===== config.mk =====
export PLATFORM = sky130hd
export DESIGN_NAME = ccs_ctrl
export DESIGN_NICKNAME = d
export VERILOG_FILES = /design/src/rtl/ccs_pkg.sv /design/src/rtl/ccs_next_state.sv /design/src/rtl/ccs_state_array.sv /design/src/rtl/ccs_ctrl.sv
export SDC_FILE = /design/constraint.sdc
export NUM_CORES = 1
export LEC_CHECK = 0
export ABC_AREA = 1
export BUFFER_PORTS_ARGS = -buffer_cell sky130_fd_sc_hd__buf_2
export CAP_MARGIN = 5
export CORE_MARGIN = 2
export CORE_UTILIZATION = 40
export CTS_CLUSTER_DIAMETER = 200
export DETAILED_ROUTE_END_ITERATION = 10
export PLACE_DENSITY_LB_ADDON = 0.3
export SKIP_CTS_REPAIR_TIMING = 1
export SYNTH_ARGS = -nofsm -noshare
export SYNTH_HDL_FRONTEND = slang
export SYNTH_HIERARCHICAL = 1
export SYNTH_SLANG_ARGS = --single-unit

===== constraint.sdc =====
create_clock -name clk -period 2.2 [get_ports clk]
set_clock_uncertainty 0.2 [all_clocks]
set_input_delay 0.22 -clock clk [delete_from_list [all_inputs] [get_ports clk]]
set_output_delay 0.22 -clock clk [all_outputs]
set_load 0.005 [all_outputs]

===== src/rtl/ccs_pkg.sv =====
package ccs_pkg;
  localparam int OPC_W = 4;
  localparam int ST_W  = 3;

  localparam logic [ST_W-1:0] ST_I = 3'b000;
  localparam logic [ST_W-1:0] ST_E = 3'b100;
  localparam logic [ST_W-1:0] ST_S = 3'b110;
  localparam logic [ST_W-1:0] ST_M = 3'b101;

  localparam logic [OPC_W-1:0] OP_FLUSH   = 4'd0;
  localparam logic [OPC_W-1:0] OP_INVAL   = 4'd1;
  localparam logic [OPC_W-1:0] OP_STORE   = 4'd2;
  localparam logic [OPC_W-1:0] OP_ZALLOC  = 4'd3;
  localparam logic [OPC_W-1:0] OP_TOUCH   = 4'd4;
  localparam logic [OPC_W-1:0] OP_TOUCHLK = 4'd5;
  localparam logic [OPC_W-1:0] OP_TST     = 4'd6;
  localparam logic [OPC_W-1:0] OP_TSTLK   = 4'd7;
  localparam logic [OPC_W-1:0] OP_LCLR    = 4'd8;

  // W, I, M attribute positions inside the 3-bit attribute field
  localparam int WIM_W = 2;
  localparam int WIM_I = 1;
endpackage


===== src/rtl/ccs_next_state.sv =====
module ccs_next_state
  import ccs_pkg::*;
(
  input  logic [OPC_W-1:0] op,
  input  logic             target,
  input  logic [2:0]       wim,
  input  logic             shared,
  input  logic [ST_W-1:0]  cur,
  output logic [ST_W-1:0]  nxt,
  output logic             not_app
);
  logic inh_ok;     // I = 0
  logic wt_inh_ok;  // W = 0 and I = 0
  logic cur_valid;

  assign inh_ok    = ~wim[WIM_I];
  assign wt_inh_ok = ~wim[WIM_W] & ~wim[WIM_I];
  assign cur_valid = cur[ST_W-1];

  always_comb begin
    nxt     = cur;
    not_app = 1'b0;
    case (op)
      OP_FLUSH, OP_INVAL, OP_STORE: nxt = ST_I;
      OP_ZALLOC: begin
        if (wt_inh_ok) nxt = ST_M;
        else           not_app = 1'b1;
      end
      OP_LCLR: nxt = cur;
      OP_TOUCH, OP_TOUCHLK: begin
        if (!inh_ok)         not_app = 1'b1;
        else if (target)     nxt = ST_I;
        else if (!cur_valid) nxt = shared ? ST_S : ST_E;
      end
      OP_TST: begin
        if (!wt_inh_ok)      not_app = 1'b1;
        else if (target)     nxt = ST_I;
        else if (!cur_valid) nxt = ST_E;
      end
      OP_TSTLK: begin
        if (!wt_inh_ok)                     not_app = 1'b1;
        else if (target)                    nxt = ST_I;
        else if (!cur_valid || cur == ST_S) nxt = ST_E;
      end
      default: not_app = 1'b1;
    endcase
  end
endmodule


===== src/rtl/ccs_state_array.sv =====
module ccs_state_array
  import ccs_pkg::*;
#(
  parameter int LINES = 16,
  parameter int IDX_W = $clog2(LINES)
) (
  input  logic             clk,
  input  logic             rst,
  input  logic             wr_en,
  input  logic [IDX_W-1:0] wr_idx,
  input  logic [ST_W-1:0]  wr_state,
  input  logic [IDX_W-1:0] look_idx,
  output logic [ST_W-1:0]  look_state,
  input  logic [IDX_W-1:0] rd_idx,
  output logic [ST_W-1:0]  rd_state
);
  logic [LINES-1:0][ST_W-1:0] lines_q;

  for (genvar g = 0; g < LINES; g++) begin : g_line
    logic [ST_W-1:0] q;
    always_ff @(posedge clk) begin
      if (rst)                                   q <= ST_I;
      else if (wr_en && wr_idx == IDX_W'(g))     q <= wr_state;
    end
    assign lines_q[g] = q;
  end

  assign look_state = lines_q[look_idx];

  always_ff @(posedge clk) begin
    if (rst) rd_state <= ST_I;
    else     rd_state <= lines_q[rd_idx];
  end
endmodule


===== src/rtl/ccs_ctrl.sv =====
module ccs_ctrl
  import ccs_pkg::*;
#(
  parameter int LINES = 16,
  parameter int IDX_W = $clog2(LINES)
) (
  input  logic             clk,
  input  logic             rst,
  input  logic             op_valid,
  input  logic [IDX_W-1:0] op_index,
  input  logic [3:0]       op_code,
  input  logic             op_target,
  input  logic [2:0]       op_wim,
  input  logic             snoop_shared,
  input  logic [IDX_W-1:0] rd_index,
  output logic [2:0]       rd_state,
  output logic [2:0]       cur_state,
  output logic [2:0]       nxt_state,
  output logic             op_accept,
  output logic             op_na
);
  logic [ST_W-1:0] look_state;
  logic [ST_W-1:0] calc_state;
  logic            calc_na;
  logic            wr_en;

  ccs_state_array #(.LINES(LINES), .IDX_W(IDX_W)) u_arr (
    .clk        (clk),
    .rst        (rst),
    .wr_en      (wr_en),
    .wr_idx     (op_index),
    .wr_state   (calc_state),
    .look_idx   (op_index),
    .look_state (look_state),
    .rd_idx     (rd_index),
    .rd_state   (rd_state)
  );

  ccs_next_state u_ns (
    .op      (op_code),
    .target  (op_target),
    .wim     (op_wim),
    .shared  (snoop_shared),
    .cur     (look_state),
    .nxt     (calc_state),
    .not_app (calc_na)
  );

  assign wr_en = op_valid & ~calc_na;

  always_ff @(posedge clk) begin
    if (rst) begin
      cur_state <= ST_I;
      nxt_state <= ST_I;
      op_accept <= 1'b0;
      op_na     <= 1'b0;
    end else begin
      op_accept <= op_valid & ~calc_na;
      op_na     <= op_valid &  calc_na;
      if (op_valid) begin
        cur_state <= look_state;
        nxt_state <= calc_na ? look_state : calc_state;
      end
    end
  end
endmodule


# After elaboration in Yosys (flattened, before gate mapping)
# Cells that the tools add are included.
# classes
reduce_logical	24
eq_ne	24
muxes	20
n_lt_le_gt_ge	2
n_bitwise	6
# op_table
op	count
== test 4 bit, second input constant	9
2-to-1 mux 3 bit	12
== test 4 x 3 -> 1 bit, second input constant	8
binary-select mux 3 bit (select 4 bit)	2
== test 4 x 2 -> 1 bit, second input constant	4
logical AND 1 bit	16
case mux 3 bit (5 select lines)	1
< comparator 4 x 5 -> 1 bit, second input constant	2
== test 4 x 1 -> 1 bit, second input constant	2
zero test 4 bit	2
OR reduction 3 bit	2
2-to-1 mux 2 bit	2
OR reduction 4 bit	1
AND 1 bit	3
== test 3 bit, second input constant	1
inverter 1 bit	3
case mux 1 bit (3 select lines)	1
2-to-1 mux 1 bit	2
OR reduction 2 bit	1
zero test 1 bit	1
logical OR 1 bit	1
# totals
register_bits	59

# Depth between registers and ports, before layout
# Gate-level depths: netlist of run 1.
# logic_depth
depth_word	9
mapped_depth	19

# Cells and area by module
# The synthesis of run 1 kept the hierarchy.
# by_module_without_submodules
module	area_per_inst_um2	cells_per_inst	instances
ccs_state_array	2832.7	428	1
ccs_ctrl	315.3	43	1
ccs_next_state	264.0	59	1

# Worst setup path after synthesis of run 1
# No wires, ideal clock.
# synth_timing
path_type	input -> register
start	in op_index[0]
end	reg u_arr.g_line[9].q[1]
required_ns	1.914
n_path_buf	4
setup_ns	0.086
arrival_time_ns	1.950
path_slack_ns	-0.035
path_stages	17
cell_sequence	buf_2 -> buf_2 -> o211ai_1 -> nand3_1 -> nand3_1 -> nand2_1 -> nand2_1 -> nand2_1 -> nand2_1 -> nand2_1 -> nand2_1 -> nand2_1 -> nand3_1 -> clkbuf_1 -> buf_2 -> nor2_1 -> a211oi_1
# synth_between
elab_chain_cells	8
word_cells_on_any_way	18
cone_classes	2 x eq/ne; 13 x mux; 3 x reduce/logical
# synth_lines
element	line	source
start, declared	ccs_ctrl.sv:10	input logic [IDX_W-1:0] op_index,
binary-select mux 3 bit (select 4 bit) (*)	ccs_state_array.sv:28	assign look_state = lines_q[look_idx];
2-to-1 mux 3 bit (not written as such) (*)	ccs_state_array.sv:28	
net look_state[1]	ccs_ctrl.sv:22	logic [ST_W-1:0] look_state;
== test 3 bit	ccs_next_state.sv:43	else if (!cur_valid || cur == ST_S) nxt = ST_E;
logical OR 1 bit	ccs_next_state.sv:43	
2-to-1 mux 3 bit	ccs_next_state.sv:43	
2-to-1 mux 3 bit	ccs_next_state.sv:42	else if (target) nxt = ST_I;
2-to-1 mux 3 bit	ccs_next_state.sv:41	if (!wt_inh_ok) not_app = 1'b1;
case mux 3 bit (5 select lines) (*)	ccs_next_state.sv:23	case (op)
net calc_state[1]	ccs_ctrl.sv:23	logic [ST_W-1:0] calc_state;
end signal, assigned	ccs_state_array.sv:23	else if (wr_en && wr_idx == IDX_W'(g)) q <= wr_state;
end, declared	ccs_state_array.sv:20	logic [ST_W-1:0] q;
# Mark *: on every way through the listed nets, which the timed path passes. The rest lies on a longest branch. The select of a mux whose other input is x is not followed.
# A chain may end at the register's enable or synchronous reset.

# Worst setup path in the final report of run 1
# layout_timing
start	reg u_arr.g_line[9].q[2]
end	reg u_arr.g_line[13].q[0]
# layout_between
elab_chain_cells	8
word_cells_on_any_way	15
cone_classes	1 x eq/ne; 12 x mux; 2 x reduce/logical
# layout_lines
element	line
binary-select mux 3 bit (select 4 bit) (*)	ccs_state_array.sv:28
2-to-1 mux 3 bit (not written as such) (*)	ccs_state_array.sv:28
net look_state[2]	ccs_ctrl.sv:22
== test 3 bit / zero test 1 bit (equally long branches)	-
logical OR 1 bit	ccs_next_state.sv:43
2-to-1 mux 3 bit	ccs_next_state.sv:43
2-to-1 mux 3 bit	ccs_next_state.sv:42
2-to-1 mux 3 bit	ccs_next_state.sv:41
case mux 3 bit (5 select lines) (*)	ccs_next_state.sv:23
net calc_state[0]	ccs_ctrl.sv:23
end signal, assigned	ccs_state_array.sv:23
end, declared	ccs_state_array.sv:20
# Marks and branches as above.

==> results.yml, run 1 <==
cts:
  cts_sinks: 59
  cts-buffers-inserted: 9
  h-tree-depth: 3
  clk_latency_ns: 0.34
  cts_root_buf: "clkbuf_8"
  cts_max_path_buffers: 2
  path_clk_slew_ns: 0.07
  cts_tree: "built"
sta:
  worstMarginPinSlew_ns: 0.636
  rsz0062_at_grt: "true"
  setup_viol: 0
  tns_ns: 0
  slew_violations: 0
  relSlewSlack_pct: 57.6
  period_share_pct: 94.8
  finalHoldViolCount: 0
  fin_crit_ns: 2.09
  max_freq_ghz: 0.480
  hold_ws_ns: 0.101
final_layout:
  final_cell_mix: "nand2_1, inv_1, nor2_1, nand3_1, dfxtp_1"
  instances_no_fill: 684
  seq_area_mm2: 0.00118
  final_nets: 596
  drive_gt1_share_pct: 21.9
  nFillCells: 865
  insertedDiodeCount: 0
  multiInputGateArea_mm2: 0.00194
  final_core_util_pct: 51.4
  area_growth_pct: 24.5
  layout_commonest_cell: "nand2_1"
yosys:
  yosysUniqueCellTypes: 23
  yosys.area.top_type_share_pct: 34.6
  synth_area_leader_cell: "dfxtp_1"
  netlist_instances: 530
  syn_area_mm2: 0.00341
  async_flop_share_pct: 0
  synth-seq-cells: 59
  ys_warn_count: 6
  ys.flop_type: "dfxtp_1"
  synth-edff-count: 0
  synth_area_leaders: "dfxtp_1, nand3_1, a211oi_1"
  synth.avg_cell_area_um2: 6.44
  syn-num-nets: 550
  yosysSeqAreaShare_pct: 34.6
routing:
  avgViaCountPerCell: 5.42
  wl_per_cell_um: 14.3
  dr.pass1.iters: 5
  antenna_left: 0
  via_count: 3704
  dr.first_iter.drc_count: 227
  drc: 0
  wl_um: 9780
power:
  p_int_uw: 1830
  totalPowerFinal_uw: 2570
  powerDensity_mw_per_mm2: 605
  p_leak_uw: 0.00191
  p_clk_share_pct: 37.0
  p_comb_share_pct: 20.0
  sw_frac_of_total_pct: 28.6
  ir_worst_vdd_v: 0.000391
  seq_power_share_pct: 43.0
  power_switching_uw: 736
placed_design:
  gp_congestion: 0.895
  hpwl_um: 6680
  dp.cells: 664
  port_buffers: 29
grt:
  first_global_vias: 3334
  grt.total_usage_pct: 22.1
  antenna_found_initial: 0
  grt_pass1_wl_um: 15800
  grt_overflow: 0
  grt_max_degree: 31
critical_path:
  endpoint_kind: "flop"
  critPathArrivalTime_ns: 2.14
  cp_max_fo: 9
  cp-start-kind: "flop"
  cp_slowest_cell: "dfxtp_2"
  path_class: "flop to flop"
  crit_buf_inv: 2
  reg2reg_slack_ns: 0.11
  max_stage_delay_ns: 0.32
  crit_top_cell: "nand2_1"
  required_ns: 2.25
  crit_family: "simple AND/OR/NAND/NOR gates"
  path_cells: "inv_2 -> a21oi_2 -> o21ai_1 -> nand3_1 -> nand3_2 -> nand2_4 -> nand2_1 -> nand2_1 -> nand2_1 -> o21ai_1 -> o21a_2 -> buf_6 -> nor2_1 -> a211oi_1"
min_path:
  min_path_type: "input pin to flop"
die:
  dieArea_mm2: 0.00929
  die_height_um: 96.4
  core_area_mm2: 0.00826
  rows: 33
  start_util_pct: 41.3
  die_w_um: 96.4
  ioPinCount: 31
flow_run:
  drv_cap: 0
run_status:
  outcome: "finished, final reports clean"
[stage by stage]
| step | setup WS, ns | instance area (µm²) |
|---|---|---|
| after global routing | -0.0182 | 4250 |
| after global placement | -0.132 | 3820 |
| after detailed placement | -0.166 | 3820 |
| after CTS | 0.00888 | 4000 |
| after floorplan | 0.00812 | 3420 |
| final | 0.115 | 4250 |
[registers in the layout, indices dropped and copies added (netlist names)]
register        cells
cur_state           3
nxt_state           3
op_na               1
op_accept           1
u_arr/rd_state      3
u_arr/g_line.q     48
[power by group through the flow]
stage          Sequential (µW)  Combinational [µW]  Clock (µW)
6_report                  1100                 514         952
4_1_cts                   1100                 454         978
2_1_floorplan             1130                 263           0
3_5_place_dp              1130                 452           0
3_3_place_gp              1130                 447           0
5_1_grt                   1110                 561        1010
[tightest hold or removal path: cells and delay by family]
kind                   cells  cell delay, ns
and+or+nand+nor            1            0.07
buffers and inverters      1            0.20
AOI/OAI and AO/OA          1            0.12
[area by class of cell]
type	instances	share of cell area, %
clock buffer	11	3.33
sequential	59	27.9
timing repair buffer	62	11.6
tap	105	3.09
inverter	85	7.51
clock inverter	3	0.943
multi-input combinational	359	45.6
[synth_stat cells (2+ instances only)]
master,instances
a211oi_1,48
a21oi_1,17
buf_2,11
buf_4,2
buf_6,3
clkbuf_1,10
dfxtp_1,59
inv_1,82
inv_2,3
nand2_1,92
nand3_1,81
nand3_2,2
nand4_1,3
nor2_1,78
nor2_4,2
o211ai_1,12
o21ai_0,18
o21ai_1,2
[cell families (layout without fill, tap and decap cells)]
logic type             count (synthesis)  after routing  synth area share [%]
AND/OR/NAND/NOR                      260            260                  32.7
AO/OA/AOI/OAI                         99             99                  19.1
buffers and inverters                112            161                  13.6
flip-flops                            59             59                  34.6
[final timing paths]
path | startpoint | endpoint | cells past startpoint
worst max-delay path | u_arr/g_line[9].q[2]$_SDFFE_PP0P_ | u_arr/g_line[13].q[0]$_SDFFE_PP0P_ | 14
worst min register to register | u_arr/g_line[15].q[0]$_SDFFE_PP0P_ | u_arr/g_line[15].q[0]$_SDFFE_PP0P_ | 2
worst max register to register | u_arr/g_line[9].q[2]$_SDFFE_PP0P_ | u_arr/g_line[13].q[0]$_SDFFE_PP0P_ | 14
worst min-delay path | op_valid | cur_state[1]$_SDFFE_PP0P_ | 3
[layer usage]
metal / routed length (µm) / track usage [%] / vias up
li1: - / - / 1832
met1: 4480 / 28.8 / 1735
met2: 4580 / 36.2 / 119
met3: 556 / 4.93 / 18
met4: 163 / 7.16 / 0
met5: 0 / 0 / -
No activity file was read; power rests on OpenSTA's default activity.
==> inputs of run 2 (changes only) <==
Settings changed: ABC_AREA 1 to 0.
==> results.yml, run 2 <==
run_status:
  outcome: "complete, but fails checks"
  violations: "setup timing"
critical_path:
  reg2reg_depth: 9
  path_cells: "mux4_2 -> a22oi_2 -> nand3_2 -> nor2b_4 -> o2111ai_2 -> o211ai_1 -> buf_4 -> nand3_1 -> a21oi_1"
  max_stage_delay_ns: 0.47
  r2r_end: "u_arr/g_line[3].q[1]$_SDFFE_PP0P_"
  required_ns: 2.22
  path_class: "flop to flop"
  endpoint_kind: "flop"
  cp-start-kind: "flop"
  critPathArrivalTime_ns: 2.35
  cp_slowest_cell: "mux4_2"
  reg2reg_slack_ns: -0.13
  r2r_start: "u_arr/g_line[3].q[2]$_SDFFE_PP0P_"
  cp_max_fo: 8
yosys:
  synth_xor_area_share_pct: 0
  yosys.area_share.simple_pct: 16.8
  synthAdderAreaFrac_pct: 0
  netlist_instances: 367
  synth_top_family_by_area: "compound AO/OA/AOI/OAI gates"
  synth-edff-count: 0
  ys_top_cells_by_count: "dfxtp_1, nand3_1, a21oi_1"
  synth_area_leader_cell: "dfxtp_1"
  syn-num-nets: 387
  synth-seq-cells: 59
  ys.flop_type: "dfxtp_1"
  synth-compound-area-share_pct: 21.3
  synth_area_leaders: "dfxtp_1, mux4_2, nand3_1"
  yosysSeqAreaShare_pct: 35.6
  yosysUniqueCellTypes: 46
  yosys.area.top_type_share_pct: 35.6
  synth_mux_area_share_pct: 19.3
  syn_area_mm2: 0.00331
  ys_warn_count: 6
  async_flop_share_pct: 0
  synth.avg_cell_area_um2: 9.03
  yosysMostFrequentCell: "dfxtp_1"
sta:
  setup_viol: 17
  finalHoldViolCount: 0
  fin_crit_ns: 2.33
  period_share_pct: 106
  max_freq_ghz: 0.429
  slew_violations: 0
  rsz0062_at_grt: "true"
  relSlewSlack_pct: 60.9
  worstMarginPinSlew_ns: 0.587
  setup_ws_ns: -0.132
die:
  ioPinCount: 31
  start_util_pct: 40.7
  die_w_um: 95.0
  die_height_um: 95.0
  dieArea_mm2: 0.00903
  rows: 33
  core_area_mm2: 0.00813
routing:
  dr.pass1.iters: 5
  via_count: 3266
  wl_per_cell_um: 19.4
  wl_um: 10300
  antenna_left: 0
  dr.first_iter.drc_count: 247
  avgViaCountPerCell: 6.13
  drc: 0
cts:
  cts-buffers-inserted: 9
  path_clk_slew_ns: 0.06
  cts_sinks: 59
  clk_latency_ns: 0.33
  cts_tree: "built"
  h-tree-depth: 3
  cts_max_path_buffers: 2
  cts_root_buf: "clkbuf_8"
power:
  sw_frac_of_total_pct: 26.2
  power_switching_uw: 582
  p_comb_share_pct: 12.9
  p_int_uw: 1640
  seq_power_share_pct: 48.6
  ir_worst_vdd_v: 0.000246
  totalPowerFinal_uw: 2220
  powerDensity_mw_per_mm2: 533
  p_leak_uw: 0.00158
  p_clk_share_pct: 38.5
min_path:
  min_path_type: "input pin to flop"
  holdPathStages: 2
  hold_path_end: "nxt_state[2]$_SDFFE_PP0P_"
  hp-start: "op_valid"
final_layout:
  nFillCells: 733
  area_growth_pct: 25.6
  drive_gt1_share_pct: 33.6
  insertedDiodeCount: 0
  seq_area_mm2: 0.00118
  top_register: "u_arr/g_line.q"
  final_cell_mix: "dfxtp_1, buf_4, nand3_1, o21ai_1, a21oi_1"
  multiInputGateArea_mm2: 0.00200
  final_nets: 445
  layout_commonest_cell: "dfxtp_1"
  largest_reg_flops: 48
  instances_no_fill: 533
grt:
  grt.total_usage_pct: 23.8
  antenna_found_initial: 0
  grt_max_degree: 38
  grt_overflow: 0
  grt_pass1_wl_um: 16200
  first_global_vias: 3176
placed_design:
  hpwl_um: 6940
  dp.cells: 517
  gp_congestion: 0.953
  port_buffers: 29
flow_run:
  drv_cap: 0
==> run 2: changes by cell type in the layout (fill, tap and decap cells not counted), sizes merged, moves of 25 or more <==
cell / previous run / this run
buf: 61 / 86
nand2: 92 / 6
inv: 85 / 6
nand3: 83 / 55
o21ai: 20 / 51
a211oi: 48 / 3
a21oi: 17 / 51
nor2: 81 / 13
==> run 2: layout make-up <==
class	count	share of cell area (%)
multi-input cells	262	48.0
flip-flops and latches	59	28.4
repair buffers	87	15.9
clock buffers	11	3.64
well taps	105	3.16
inverters	6	0.541
clock inverters	3	0.361
==> run 2: metal layers <==
metal	global-route usage [%]	wire length [µm]	up-vias
met3	6.32	873	43
met4	11.7	374	0
met1	30.6	4260	1559
li1	-	-	1496
met5	0	0	-
met2	37.1	4820	168
==> run 2: cells by family after synthesis <==
| family | count (synthesis) |
|---|---|
| compound gates | 125 |
| simple gates | 103 |
| flops | 59 |
| buf+inv | 46 |
| mux | 34 |
==> run 2: metrics by stage <==
step | area, µm² | hold slack [ns] | setup slack (ns) | util, % | setup TNS, ns
3_3_place_gp | 3910 | 0.274 | -0.448 | 48.0 | -18.25
5_1_grt | 4160 | 0.0735 | -0.225 | 51.2 | -4.78
2_1_floorplan | 3370 | 0.203 | -0.0984 | - | -1.32
3_5_place_dp | 3910 | 0.282 | -0.510 | 48.0 | -20.15
6_report | 4160 | 0.0576 | -0.132 | 51.2 | -1.77
4_1_cts | 4070 | 0.0346 | -0.175 | 50.1 | -4.46
==> run 2: worst max-delay path by stage <==
stage	from	end	slack (ns)	cells after the start
floorplan	op_index[0]	u_arr/g_line[8].q[1]$_SDFFE_PP0P_	-0.1	11
global placement	op_index[0]	u_arr/g_line[9].q[1]$_SDFFE_PP0P_	-0.45	10
detailed placement	op_index[0]	u_arr/g_line[11].q[1]$_SDFFE_PP0P_	-0.51	10
CTS	u_arr/g_line[1].q[2]$_SDFFE_PP0P_	u_arr/g_line[4].q[1]$_SDFFE_PP0P_	-0.18	9
global route	u_arr/g_line[3].q[2]$_SDFFE_PP0P_	u_arr/g_line[13].q[1]$_SDFFE_PP0P_	-0.23	9
finish	u_arr/g_line[3].q[2]$_SDFFE_PP0P_	u_arr/g_line[3].q[1]$_SDFFE_PP0P_	-0.13	9
==> run 2: worst max-delay path: cells and delay by family (launching register included) <==
kind                   cells  cell delay, ns
flip-flops                 1            0.32
buffers and inverters      1            0.24
AO/OA/AOI/OAI              4            0.62
AND/OR/NAND/NOR            3            0.37
multiplexers               1            0.47
==> run 2: power groups by stage <==
stage                     sequential, µW  combinational, µW  clock (µW)
after floorplan                     1100                156           0
after global routing                1080                305         921
after detailed placement            1100                275           0
final                               1080                287         855
after global placement              1100                274           0
after CTS                           1080                276         867
